`src/rtl/evt_pkg.sv`:
```
package evt_pkg;
   typedef enum logic [1:0] {
      EC_FAULT = 2'd0,
      EC_TRAP  = 2'd1,
      EC_INTR  = 2'd2
   } evt_cls_e;

   // priority levels, index 0 is the highest
   localparam int unsigned N_LVL     = 6;
   localparam int unsigned LV_FAULT  = 0;
   localparam int unsigned LV_SWTRAP = 1;
   localparam int unsigned LV_DTRAP  = 2;
   localparam int unsigned LV_DFAULT = 3;
   localparam int unsigned LV_NMI    = 4;
   localparam int unsigned LV_INTR   = 5;
endpackage

```
`src/rtl/evt_prio.sv`:
```
module evt_prio #(
   parameter int unsigned N     = 6,
   parameter int unsigned VEC_W = 8
) (
   input  logic [N-1:0]            req_i,
   input  logic [N-1:0][VEC_W-1:0] vec_i,
   input  logic [N-1:0][1:0]       cls_i,
   output logic                    any_o,
   output logic [N-1:0]            grant_o,
   output logic [VEC_W-1:0]        vec_o,
   output logic [1:0]              cls_o
);
   always_comb begin
      logic found;
      found   = 1'b0;
      grant_o = '0;
      vec_o   = '0;
      cls_o   = '0;
      for (int i = 0; i < int'(N); i++) begin
         if (req_i[i] && !found) begin
            grant_o[i] = 1'b1;
            found      = 1'b1;
         end
      end
      for (int i = 0; i < int'(N); i++) begin
         vec_o = vec_o | (grant_o[i] ? vec_i[i] : '0);
         cls_o = cls_o | (grant_o[i] ? cls_i[i] : 2'b00);
      end
      any_o = found;
   end
endmodule

```
`src/rtl/evt_nmi_trk.sv`:
```
module evt_nmi_trk (
   input  logic clk,
   input  logic rst_n,
   input  logic nmi_i,
   input  logic iret_i,
   input  logic take_i,
   output logic avail_o
);
   logic lvl_q, pend_q, blk_q;
   logic rise_w;

   assign rise_w  = nmi_i & ~lvl_q;
   assign avail_o = (pend_q | rise_w) & ~blk_q;

   always_ff @(posedge clk or negedge rst_n) begin
      if (!rst_n) begin
         lvl_q  <= 1'b0;
         pend_q <= 1'b0;
         blk_q  <= 1'b0;
      end else begin
         lvl_q  <= nmi_i;
         pend_q <= take_i ? 1'b0 : (pend_q | rise_w);
         if (take_i)      blk_q <= 1'b1;
         else if (iret_i) blk_q <= 1'b0;
      end
   end
endmodule

```
`src/rtl/evt_ctl.sv`:
```
module evt_ctl #(
   parameter bit CLR_WINS = 1'b1
) (
   input  logic clk,
   input  logic rst_n,
   input  logic boundary_i,
   input  logic if_set_i,
   input  logic if_clr_i,
   input  logic ss_load_i,
   input  logic dbg_fault_i,
   input  logic take_df_i,
   output logic if_o,
   output logic rf_o,
   output logic shadow_o
);
   logic if_q, rf_q, sh_q;
   logic if_d;

   generate
      if (CLR_WINS) begin : g_clr_first
         assign if_d = if_clr_i ? 1'b0 : (if_set_i ? 1'b1 : if_q);
      end else begin : g_set_first
         assign if_d = if_set_i ? 1'b1 : (if_clr_i ? 1'b0 : if_q);
      end
   endgenerate

   assign if_o     = if_q;
   assign rf_o     = rf_q;
   assign shadow_o = ss_load_i | sh_q;

   always_ff @(posedge clk or negedge rst_n) begin
      if (!rst_n) begin
         if_q <= 1'b0;
         rf_q <= 1'b0;
         sh_q <= 1'b0;
      end else begin
         if_q <= if_d;
         if (boundary_i) begin
            sh_q <= 1'b0;
            if (take_df_i)         rf_q <= 1'b1;
            else if (!dbg_fault_i) rf_q <= 1'b0;
         end else begin
            sh_q <= sh_q | ss_load_i;
         end
      end
   end
endmodule

```
`src/rtl/evt_arbiter.sv`:
```
module evt_arbiter #(
   parameter int unsigned VEC_W    = 8,
   parameter int unsigned NMI_VEC  = 2,
   parameter int unsigned DBG_VEC  = 1,
   parameter bit          CLR_WINS = 1'b1
) (
   input  logic             clk,
   input  logic             rst_n,
   input  logic             boundary_i,
   input  logic             fault_i,
   input  logic [VEC_W-1:0] fault_vec_i,
   input  logic             swint_i,
   input  logic [VEC_W-1:0] swint_vec_i,
   input  logic             dbg_trap_i,
   input  logic             dbg_fault_i,
   input  logic             nmi_i,
   input  logic             intr_i,
   input  logic [VEC_W-1:0] intr_vec_i,
   input  logic             if_set_i,
   input  logic             if_clr_i,
   input  logic             iret_i,
   input  logic             ss_load_i,
   output logic             take_o,
   output logic [VEC_W-1:0] vec_o,
   output logic [1:0]       cls_o,
   output logic             intr_ack_o
);
   import evt_pkg::*;

   localparam int unsigned N = N_LVL;

   generate
      if (VEC_W < 6) begin : g_bad_width
         $error("evt_arbiter: VEC_W must cover the reserved range");
      end
      if (NMI_VEC >= 32 || DBG_VEC >= 32) begin : g_bad_vec
         $error("evt_arbiter: fixed vectors must lie in the reserved range");
      end
   endgenerate

   logic                    if_w, rf_w, sh_w, nmi_av_w;
   logic [N-1:0]            req_w, grant_w;
   logic [N-1:0][VEC_W-1:0] vec_w;
   logic [N-1:0][1:0]       cls_w;
   logic                    any_w, sel_w, take_nmi_w, take_df_w;
   logic [VEC_W-1:0]        win_vec_w;
   logic [1:0]              win_cls_w;

   always_comb begin
      req_w            = '0;
      req_w[LV_FAULT]  = fault_i;
      req_w[LV_SWTRAP] = swint_i;
      req_w[LV_DTRAP]  = dbg_trap_i & ~sh_w;
      req_w[LV_DFAULT] = dbg_fault_i & ~rf_w & ~sh_w;
      req_w[LV_NMI]    = nmi_av_w & ~sh_w;
      req_w[LV_INTR]   = intr_i & if_w & ~sh_w;

      vec_w            = '0;
      vec_w[LV_FAULT]  = fault_vec_i;
      vec_w[LV_SWTRAP] = swint_vec_i;
      vec_w[LV_DTRAP]  = VEC_W'(DBG_VEC);
      vec_w[LV_DFAULT] = VEC_W'(DBG_VEC);
      vec_w[LV_NMI]    = VEC_W'(NMI_VEC);
      vec_w[LV_INTR]   = intr_vec_i;

      cls_w            = '0;
      cls_w[LV_FAULT]  = EC_FAULT;
      cls_w[LV_SWTRAP] = EC_TRAP;
      cls_w[LV_DTRAP]  = EC_TRAP;
      cls_w[LV_DFAULT] = EC_FAULT;
      cls_w[LV_NMI]    = EC_INTR;
      cls_w[LV_INTR]   = EC_INTR;
   end

   evt_prio #(.N(N), .VEC_W(VEC_W)) u_prio (
      .req_i   (req_w),
      .vec_i   (vec_w),
      .cls_i   (cls_w),
      .any_o   (any_w),
      .grant_o (grant_w),
      .vec_o   (win_vec_w),
      .cls_o   (win_cls_w)
   );

   assign sel_w      = boundary_i & any_w;
   assign take_nmi_w = sel_w & grant_w[LV_NMI];
   assign take_df_w  = sel_w & grant_w[LV_DFAULT];

   evt_nmi_trk u_nmi (
      .clk     (clk),
      .rst_n   (rst_n),
      .nmi_i   (nmi_i),
      .iret_i  (iret_i),
      .take_i  (take_nmi_w),
      .avail_o (nmi_av_w)
   );

   evt_ctl #(.CLR_WINS(CLR_WINS)) u_ctl (
      .clk         (clk),
      .rst_n       (rst_n),
      .boundary_i  (boundary_i),
      .if_set_i    (if_set_i),
      .if_clr_i    (if_clr_i),
      .ss_load_i   (ss_load_i),
      .dbg_fault_i (dbg_fault_i),
      .take_df_i   (take_df_w),
      .if_o        (if_w),
      .rf_o        (rf_w),
      .shadow_o    (sh_w)
   );

   always_ff @(posedge clk or negedge rst_n) begin
      if (!rst_n) begin
         take_o     <= 1'b0;
         intr_ack_o <= 1'b0;
         vec_o      <= '0;
         cls_o      <= '0;
      end else begin
         take_o     <= sel_w;
         intr_ack_o <= sel_w & grant_w[LV_INTR];
         if (sel_w) begin
            vec_o <= win_vec_w;
            cls_o <= win_cls_w;
         end
      end
   end
endmodule

```
`config.mk`:
```
export PLATFORM = sky130hd
export DESIGN_NAME = evt_arbiter
export DESIGN_NICKNAME = d
export VERILOG_FILES = /design/src/rtl/evt_pkg.sv /design/src/rtl/evt_prio.sv /design/src/rtl/evt_nmi_trk.sv /design/src/rtl/evt_ctl.sv /design/src/rtl/evt_arbiter.sv
export SDC_FILE = /design/constraint.sdc
export NUM_CORES = 1
export LEC_CHECK = 0
export BUFFER_PORTS_ARGS = -buffer_cell sky130_fd_sc_hd__buf_2
export CELL_PAD_IN_SITES_DETAIL_PLACEMENT = 2
export CELL_PAD_IN_SITES_GLOBAL_PLACEMENT = 2
export CORE_ASPECT_RATIO = 0.7
export CORE_MARGIN = 2
export CORE_UTILIZATION = 24
export CTS_CLUSTER_SIZE = 10
export DETAILED_ROUTE_END_ITERATION = 10
export PLACE_DENSITY_LB_ADDON = 0.1
export SETUP_SLACK_MARGIN = 0.5
export SYNTH_ARGS = -nofsm -noshare
export SYNTH_HDL_FRONTEND = slang
export SYNTH_SLANG_ARGS = --single-unit
```
`constraint.sdc`:
```
create_clock -name clk -period 2.2 [get_ports clk]
set_input_delay 0.22 -clock clk [delete_from_list [all_inputs] [get_ports clk]]
set_output_delay 0.22 -clock clk [all_outputs]
set_load 0.05 [all_outputs]
```
; ---- Yosys cells after proc, flatten, opt, wreduce, memory -nomap -nowiden
; Index checks and enable logic that the tools add are counted.
[classes]
eq_ne = 1
bitwise = 26
muxes = 29
reduce_logical = 13
[op_table]
columns = operator, n
row1 = $or A8 B8 Y8, 5
row2 = $mux W8, 3
row3 = $mux W1, 23
row4 = $and A1 B1 Y1, 12
row5 = $mux W2, 3
row6 = $or A2 B2 Y2, 3
row7 = $logic_and A1 B1 Y1, 5
row8 = $logic_not A1 Y1, 5
row9 = $not A1 Y1, 4
row10 = $reduce_bool A2 Y1, 2
row11 = $ne A2 B1 Y1 const B, 1
row12 = $or A1 B1 Y1, 2
row13 = $reduce_and A2 Y1, 1
[word_totals]
register_bits = 18
in_bits = 37
out_inout_bits = 12
wordCells = 79

; ---- Longest topological paths before layout
; Gate-level depths: netlist of the first run.
[depth]
depth_word = 20
depth_mapped = 6
depth_no_buf = 5

; ---- Modules after synthesis
; From an unflattened synthesis of the first run, not the netlist that was laid out.
[unflattened]
cells_unflattened = 143
hier_area_um2 = 1331.3
[modules_own_cells]
columns = mod, instances, area_each_um2, cells_each, seq_area_each_um2
row1 = evt_prio, 1, 571.8, 90, 0.0
row2 = evt_arbiter, 1, 525.5, 35, 300.3
row3 = evt_ctl, 1, 120.1, 9, 75.1
row4 = evt_nmi_trk, 1, 113.9, 9, 75.1

; ---- Worst setup path before layout of the first run
; Ideal clock, no wire load.
[synth_path]
path_kind = register to register
start = register u_ctl.sh_q
end = register cls_o[0]
setup_time_ns = 0.095
n_path_buf = 1
required_ns = 2.105
synth_period_minus_slack_ns = 1.765
path_stages_with_launch = 7
slack_ns = 0.435
arrival_ns = 1.670
path_cell_list = dfrtp_1 > nor2_2 > a2111o_1 > o31ai_4 > buf_6 > nand2_1 > o31ai_1
[synth_between]
elab_chain_len = 15
word_cells_on_any_way = 23
cone_classes = 6 x mux / 10 x bitwise / 7 x reduce/logical
[synth_lines]
columns = item, line
row1 = "start, declared", evt_ctl.sv:16  ; logic if_q, rf_q, sh_q;
row2 = "start signal, assigned", evt_ctl.sv:43  ; sh_q <= sh_q | ss_load_i;
row3 = $or A1 B1 Y1 *, evt_ctl.sv:29  ; assign shadow_o = ss_load_i | sh_q;
row4 = $not A1 Y1 *, n/a
row5 = $and A1 B1 Y1, evt_arbiter.sv:53  ; req_w[LV_DTRAP] = dbg_trap_i & ~sh_w;
row6 = $logic_and A1 B1 Y1, evt_prio.sv:20  ; if (req_i[i] && !found) begin
row7 = $mux W1, evt_prio.sv:20
row8 = $logic_not A1 Y1, evt_prio.sv:20
row9 = $logic_and A1 B1 Y1, evt_prio.sv:20
row10 = $mux W1, evt_prio.sv:20
row11 = $logic_not A1 Y1, evt_prio.sv:20
row12 = $logic_and A1 B1 Y1, evt_prio.sv:20
row13 = $mux W1, evt_prio.sv:20
row14 = $logic_not A1 Y1, evt_prio.sv:20
row15 = $logic_and A1 B1 Y1, evt_prio.sv:20
row16 = $mux W1, evt_prio.sv:20
row17 = $and A1 B1 Y1, evt_arbiter.sv:85  ; assign sel_w = boundary_i & any_w;
row18 = "end signal, assigned", evt_arbiter.sv:123  ; cls_o <= win_cls_w;
row19 = "end, declared", evt_arbiter.sv:25  ; output logic [1:0] cls_o,
; Every way passes the cells marked *; elsewhere a longest branch is shown, timed or not.
; A chain may end at the register's enable or synchronous reset.

; ---- Worst setup path in the final report of the first run
; Ends and elaborated chain as after synthesis.

==> flow_metrics.py, run 1 <==
metrics = {
    "outcome": {
        "status": "complete, no violations",
    },
    "flow_run": {
        "maxCapViolCount": 0,
    },
    "global_routing": {
        "grt_max_degree": 19,
        "gr-total-overflow": 0,
        "grt_pass1_vias": 966,
        "grt_antenna_before_repair": 0,
        "grtUsageTotal": 0.1718,
        "grt_pass1_wl_um": 5057,
    },
    "hold_path": {
        "hold_path_class": "primary input to flop",
        "min_to": "u_ctl.if_o$_DFFE_PN0P_",
        "holdPathStages": 2,
        "worstHoldStart": "if_clr_i",
    },
    "detailed_routing": {
        "num_vias": 931,
        "routed_wl_um": 3267,
        "drtIter0Drc": 55,
        "wl_per_cell_um": 17.10,
        "detail-route-antenna-nets": 0,
        "drcViolationCount": 0,
        "dr.pass1.iters": 4,
        "routed_via_density": 4.874,
    },
    "synthesis": {
        "netlist_top_cells_area": "dfrtp_1, a222oi_1, o21ai_0",
        "synth_common_cells": "dfrtp_1, nand2_1, o21ai_0",
        "synthFlopType": "dfrtp_1",
        "yosysMostFrequentCell": "dfrtp_1",
        "synth_top_area_share": 0.5187,
        "ys_types": 29,
        "synth_top_cell_by_area": "dfrtp_1",
        "netlist_area_um2": 868.3,
        "synth_edf_count": 0,
        "synth-seq-cells": 18,
        "seq_area_frac_synth": 0.5187,
        "async_flop_share": 1.000,
        "synth_area_per_cell_um2": 10.72,
        "synth.net_count": 118,
        "syn_inst": 81,
        "synth_warnings": 0,
    },
    "floorplan": {
        "floorplan.initialDensity": 0.2487,
        "core_um2": 3491,
        "ios": 49,
        "die_y_um": 54.33,
        "num_rows": 18,
        "die_area_um2": 4123,
        "die-width_um": 75.90,
    },
    "layout": {
        "syn_to_final_growth_pct": 57.35,
        "multi_input_comb_area_um2": 437.9,
        "drive_above_1_share": 0.5674,
        "fillers": 386,
        "ff_latch_area_um2": 451.7,
        "final_area_um2": 1366,
        "utilization": 0.3914,
        "layout.nets": 179,
        "diodes": 0,
    },
    "place": {
        "hpwl_um": 2397,
        "place_area_um2": 1171,
        "portBuffers": 48,
        "place_congestion": 0.7345,
        "dp_slack_ps": 250.6,
    },
    "setup_path": {
        "critPathKind": "flop to flop",
        "required_ps": 2360,
        "crit_path_end_kind": "flop",
        "r2r_setup_slack_ps": 460,
        "regToRegEndpoint": "cls_o[0]$_DFFE_PN0N_",
        "crit_path_max_incr_delay_ps": 470,
        "cp.arrival_ps": 1900,
        "path_max_fanout": 6,
        "crit_family": "compound AO/OA/AOI/OAI gates",
        "crit_chain": "nor2_4, a2111o_1, o31ai_4, buf_6, nand2_1, o31ai_2",
        "worst-r2r-cell-count": 6,
        "critPathBufInv": 1,
        "worst_path_max_delay_cell": "a2111o_1",
        "worstReg2RegStart": "u_ctl.sh_q$_DFF_PN0_",
        "start_kind": "flop",
    },
    "sta": {
        "min_period_ps": 1739,
        "setup_viol": 0,
        "rsz0062_at_grt": "true",
        "hold_viol_final": 0,
        "slew_viol_final": 0,
        "fin_skew_ps": 3.789,
        "finalCritPeriodShare": 0.7905,
        "worst_pin_slew_ps": 634.4,
        "setup_tns_ps": 0,
        "fin_ws_ps": 461.0,
        "clock.fmax_mhz": 575.0,
        "maxSlewHeadroom": 0.5762,
    },
    "cts": {
        "clk-insertion-delay-late_ps": 260,
        "numCtsBuffers": 3,
        "cts_root_buffer": "clkbuf_8",
        "htreeDepth": 1,
        "cts_tree": "built",
        "clk_transition_reported_paths_ps": 70,
        "cts.sinks": 18,
        "clock_path_buffers": 2,
    },
    "power": {
        "peakVddDrop_v": 0.0003034,
        "p_per_area_nw_per_um2": 689.7,
        "p_leak_nw": 0.6829,
    },
}
[placed cells by master (no fill, tap or decap), types with 4 or more instances in the layout]
cell	count
inv_1	7
nor2_1	4
buf_4	5
nand2_2	5
a222oi_1	7
clkbuf_8	4
nand2_1	4
buf_2	48
dfrtp_1	17
buf_6	4
a21oi_1	5
[metrics by stage]
stage	hold slack, ps	std cells	total power [mW]
floorplan	-75.59	81	0.5332
global placement	185.4	179	0.6194
detailed placement	195.7	179	0.6279
CTS	74.50	188	0.9291
global route	102.7	191	0.9919
finish	102.4	191	0.9424
[layer usage]
layer	vias to the layer above	routed length, um	global-route usage
met5	-	0	0
met4	0	10	0.03509
met3	2	166	0.04972
met2	24	1752	0.2902
met1	473	1337	0.2196
li1	432	-	-
[logic make-up after synthesis]
family	after synthesis	synth area share
buf+inv	9	0.04755
simple gates	23	0.1355
compound gates	31	0.2983
flops	18	0.5187
[where the power goes]
group	internal, mW	leakage (nW)	switching, mW
registers	0.361	0.225	0.0199
clock network	0.159	0.0288	0.120
logic	0.0988	0.430	0.183
total	0.619	0.683	0.323
[timing repair]
item	in CTS	in global routing
gates resized for setup	4	22
buffers inserted	4	2
cloned	0	1
hold buffers	1	0
endpoints found under the hold margin	18	0
pin swaps	3	12
setup endpoints to repair	11	12
[final cells by class]
type | count | area share
Clock buffer | 4 | 0.04029
Inverter | 7 | 0.01923
Multi-Input combinational cell | 54 | 0.3205
Sequential cell | 18 | 0.3306
Tap cell | 50 | 0.04579
Timing Repair Buffer | 58 | 0.2436
[flip-flops by register name, indices dropped and copies added (netlist names)]
| signal | count |
|---|---|
| cls_o | 2 |
| intr_ack_o | 1 |
| take_o | 1 |
| u_ctl.if_o | 1 |
| u_ctl.rf_o | 1 |
| u_ctl.sh_q | 1 |
| u_nmi.blk_q | 1 |
| u_nmi.lvl_q | 1 |
| u_nmi.pend_q | 1 |
| vec_o | 8 |
[worst max path at each step]
stage / startpoint / end / slack [ps] / cells past startpoint
4_1_cts: u_ctl.rf_o$_DFFE_PN0P_ / vec_o[7]$_DFFE_PN0N_ / 490 / 5
5_1_grt: u_ctl.sh_q$_DFF_PN0_ / vec_o[5]$_DFFE_PN0N_ / 400 / 5
3_3_place_gp: u_ctl.sh_q$_DFF_PN0_ / vec_o[5]$_DFFE_PN0N_ / 370 / 5
2_1_floorplan: u_ctl.sh_q$_DFF_PN0_ / cls_o[0]$_DFFE_PN0N_ / 510 / 6
6_report: u_ctl.sh_q$_DFF_PN0_ / cls_o[0]$_DFFE_PN0N_ / 460 / 6
3_5_place_dp: u_ctl.sh_q$_DFF_PN0_ / vec_o[7]$_DFFE_PN0N_ / 250 / 5
Note: power is estimated with default switching activity, not from simulation.
==> run 2: changes to the inputs <==
--- a/config.mk
+++ b/config.mk
@@ -10,7 +10,7 @@
 export CELL_PAD_IN_SITES_GLOBAL_PLACEMENT = 2
 export CORE_ASPECT_RATIO = 0.7
 export CORE_MARGIN = 2
-export CORE_UTILIZATION = 24
+export CORE_UTILIZATION = 22
 export CTS_CLUSTER_SIZE = 10
 export DETAILED_ROUTE_END_ITERATION = 10
 export PLACE_DENSITY_LB_ADDON = 0.1
==> constraint.sdc (replaced) <==
create_clock -name clk -period 1.5 [get_ports clk]
set_input_delay 0.15 -clock clk [delete_from_list [all_inputs] [get_ports clk]]
set_output_delay 0.15 -clock clk [all_outputs]
set_load 0.05 [all_outputs]
==> flow_metrics.py, run 2 (synthesis gave the netlist of run 1 again) <==
metrics = {
    "detailed_routing": {
        "routed_wl_um": 2949,
        "dr.pass1.iters": 5,
        "routed_via_density": 4.604,
        "drcViolationCount": 0,
        "detail-route-antenna-nets": 0,
        "drtIter0Drc": 38,
        "num_vias": 930,
        "wl_per_cell_um": 14.60,
    },
    "sta": {
        "finalCritPeriodShare": 1.136,
        "worst_pin_slew_ps": 414.1,
        "maxSlewHeadroom": 0.7239,
        "hold_viol_final": 0,
        "setup_viol": 11,
        "slew_viol_final": 0,
        "hold_ws_ps": 38.55,
        "clock.fmax_mhz": 587.1,
        "setup_tns_ps": -1756,
        "fin_ws_ps": -203.4,
        "rsz0062_at_grt": "true",
        "fin_skew_ps": 7.214,
        "min_period_ps": 1703,
    },
    "layout": {
        "diodes": 0,
        "largest_reg_flops": 8,
        "drive_above_1_share": 0.5867,
        "top_regs": "vec_o (8), cls_o (2)",
        "layout_common_cells": "buf_2, dfrtp_1, buf_4",
        "final_area_um2": 1518,
        "utilization": 0.3941,
        "syn_to_final_growth_pct": 74.78,
        "stdcell_count": 202,
        "largest_register": "vec_o",
        "final_common_cell": "buf_2",
        "layout.nets": 188,
    },
    "setup_path": {
        "crit_chain": "nor2_4, a2111o_1, o31ai_4, buf_4, o21ai_0",
        "required_ps": 1620,
        "crit_path_end_kind": "flop",
        "start_kind": "flop",
        "worst_path_max_delay_cell": "a2111o_1",
        "crit_path_max_incr_delay_ps": 480,
        "critPathBufInv": 1,
        "crit_family": "compound AO/OA/AOI/OAI gates",
        "cp.arrival_ps": 1830,
        "path_max_fanout": 9,
        "critPathKind": "flop to flop",
    },
    "floorplan": {
        "num_rows": 19,
        "die-width_um": 79.09,
        "die_area_um2": 4474,
        "die_y_um": 56.57,
        "core_um2": 3851,
        "floorplan.initialDensity": 0.2255,
        "ios": 49,
    },
    "outcome": {
        "status": "complete, but fails checks",
        "violations": "setup timing",
    },
    "global_routing": {
        "met1_usage": 0.1881,
        "use_met2": 0.2337,
        "grt_max_degree": 19,
        "grt_pass1_wl_um": 4857,
        "top_usage_layer": "met2",
        "grt_antenna_before_repair": 0,
        "grtUsageTotal": 0.1397,
        "grt_pass1_vias": 1006,
        "gr-total-overflow": 0,
        "use_met3": 0.03698,
    },
    "power": {
        "p_leak_nw": 0.7432,
        "peakVddDrop_v": 0.0006752,
        "p_per_area_nw_per_um2": 936.7,
        "power.total_mw": 1.422,
    },
    "cts": {
        "htreeDepth": 1,
        "clock_path_buffers": 2,
        "numCtsBuffers": 3,
        "cts.sinks": 18,
        "cts_tree": "built",
        "clk_transition_reported_paths_ps": 70,
        "cts_root_buffer": "clkbuf_8",
        "clk-insertion-delay-late_ps": 250,
    },
    "hold_path": {
        "hold_path_class": "primary input to flop",
    },
    "place": {
        "dp_cells": 195,
        "dp_slack_ps": -334.6,
        "hpwl_um": 2412,
        "place_area_um2": 1296,
        "place_congestion": 0.7286,
        "portBuffers": 48,
    },
    "flow_run": {
        "maxCapViolCount": 0,
    },
}
run 2: where the power goes:
group	internal [mW]	leakage [nW]	switching, mW	total [mW]
logic	0.195	0.490	0.266	0.461
registers	0.530	0.225	0.0335	0.564
clock network	0.233	0.0288	0.164	0.397
run 2: path summary, 6_finish.rpt:
check	from	to	slack, ps	cells past startpoint
setup / recovery	u_ctl.sh_q$_DFF_PN0_	vec_o[3]$_DFFE_PN0N_	-200	5
hold / removal	if_clr_i	u_ctl.if_o$_DFFE_PN0P_	40	2
setup reg to reg	u_ctl.sh_q$_DFF_PN0_	vec_o[3]$_DFFE_PN0N_	-200	5
hold reg to reg	vec_o[1]$_DFFE_PN0N_	vec_o[1]$_DFFE_PN0N_	490	2
max in group asynchronous	rst_n	u_ctl.sh_q$_DFF_PN0_	840	2
min in group asynchronous	rst_n	u_ctl.if_o$_DFFE_PN0P_	350	2
run 2: worst reg2reg max path: cells and delay by family, from the launching register on:
kind / cells / cell delay (ps)
flip-flops: 1 / 420
AND/OR/NAND/NOR: 1 / 60
buffers and inverters: 1 / 220
AO/OA/AOI/OAI: 3 / 870
run 2: per-layer routing:
| layer | up-vias | share of wire |
|---|---|---|
| met4 | 0 | 0.0044 |
| met5 | - | 0 |
| li1 | 451 | - |
| met2 | 22 | 0.51 |
| met3 | 2 | 0.038 |
| met1 | 455 | 0.45 |
run 2: timing repair:
action | in CTS | in global routing
buffers inserted | 1 | 1
hold endpoints to repair | 18 | 0
pin swaps | 2 | 1
setup endpoints to repair | 25 | 24
hold buffers | 1 | 0
resized for setup | 21 | 18
run 2: area by class of cell:
| type | count | area [um^2] |
|---|---|---|
| Fill cell | 429 | 2333 |
| Multi-Input combinational cell | 54 | 461.7 |
| Timing Repair Buffer | 67 | 457.9 |
| Sequential cell | 18 | 451.7 |
| Tap cell | 52 | 65.06 |
| Clock buffer | 4 | 55.05 |
| Inverter | 7 | 26.28 |
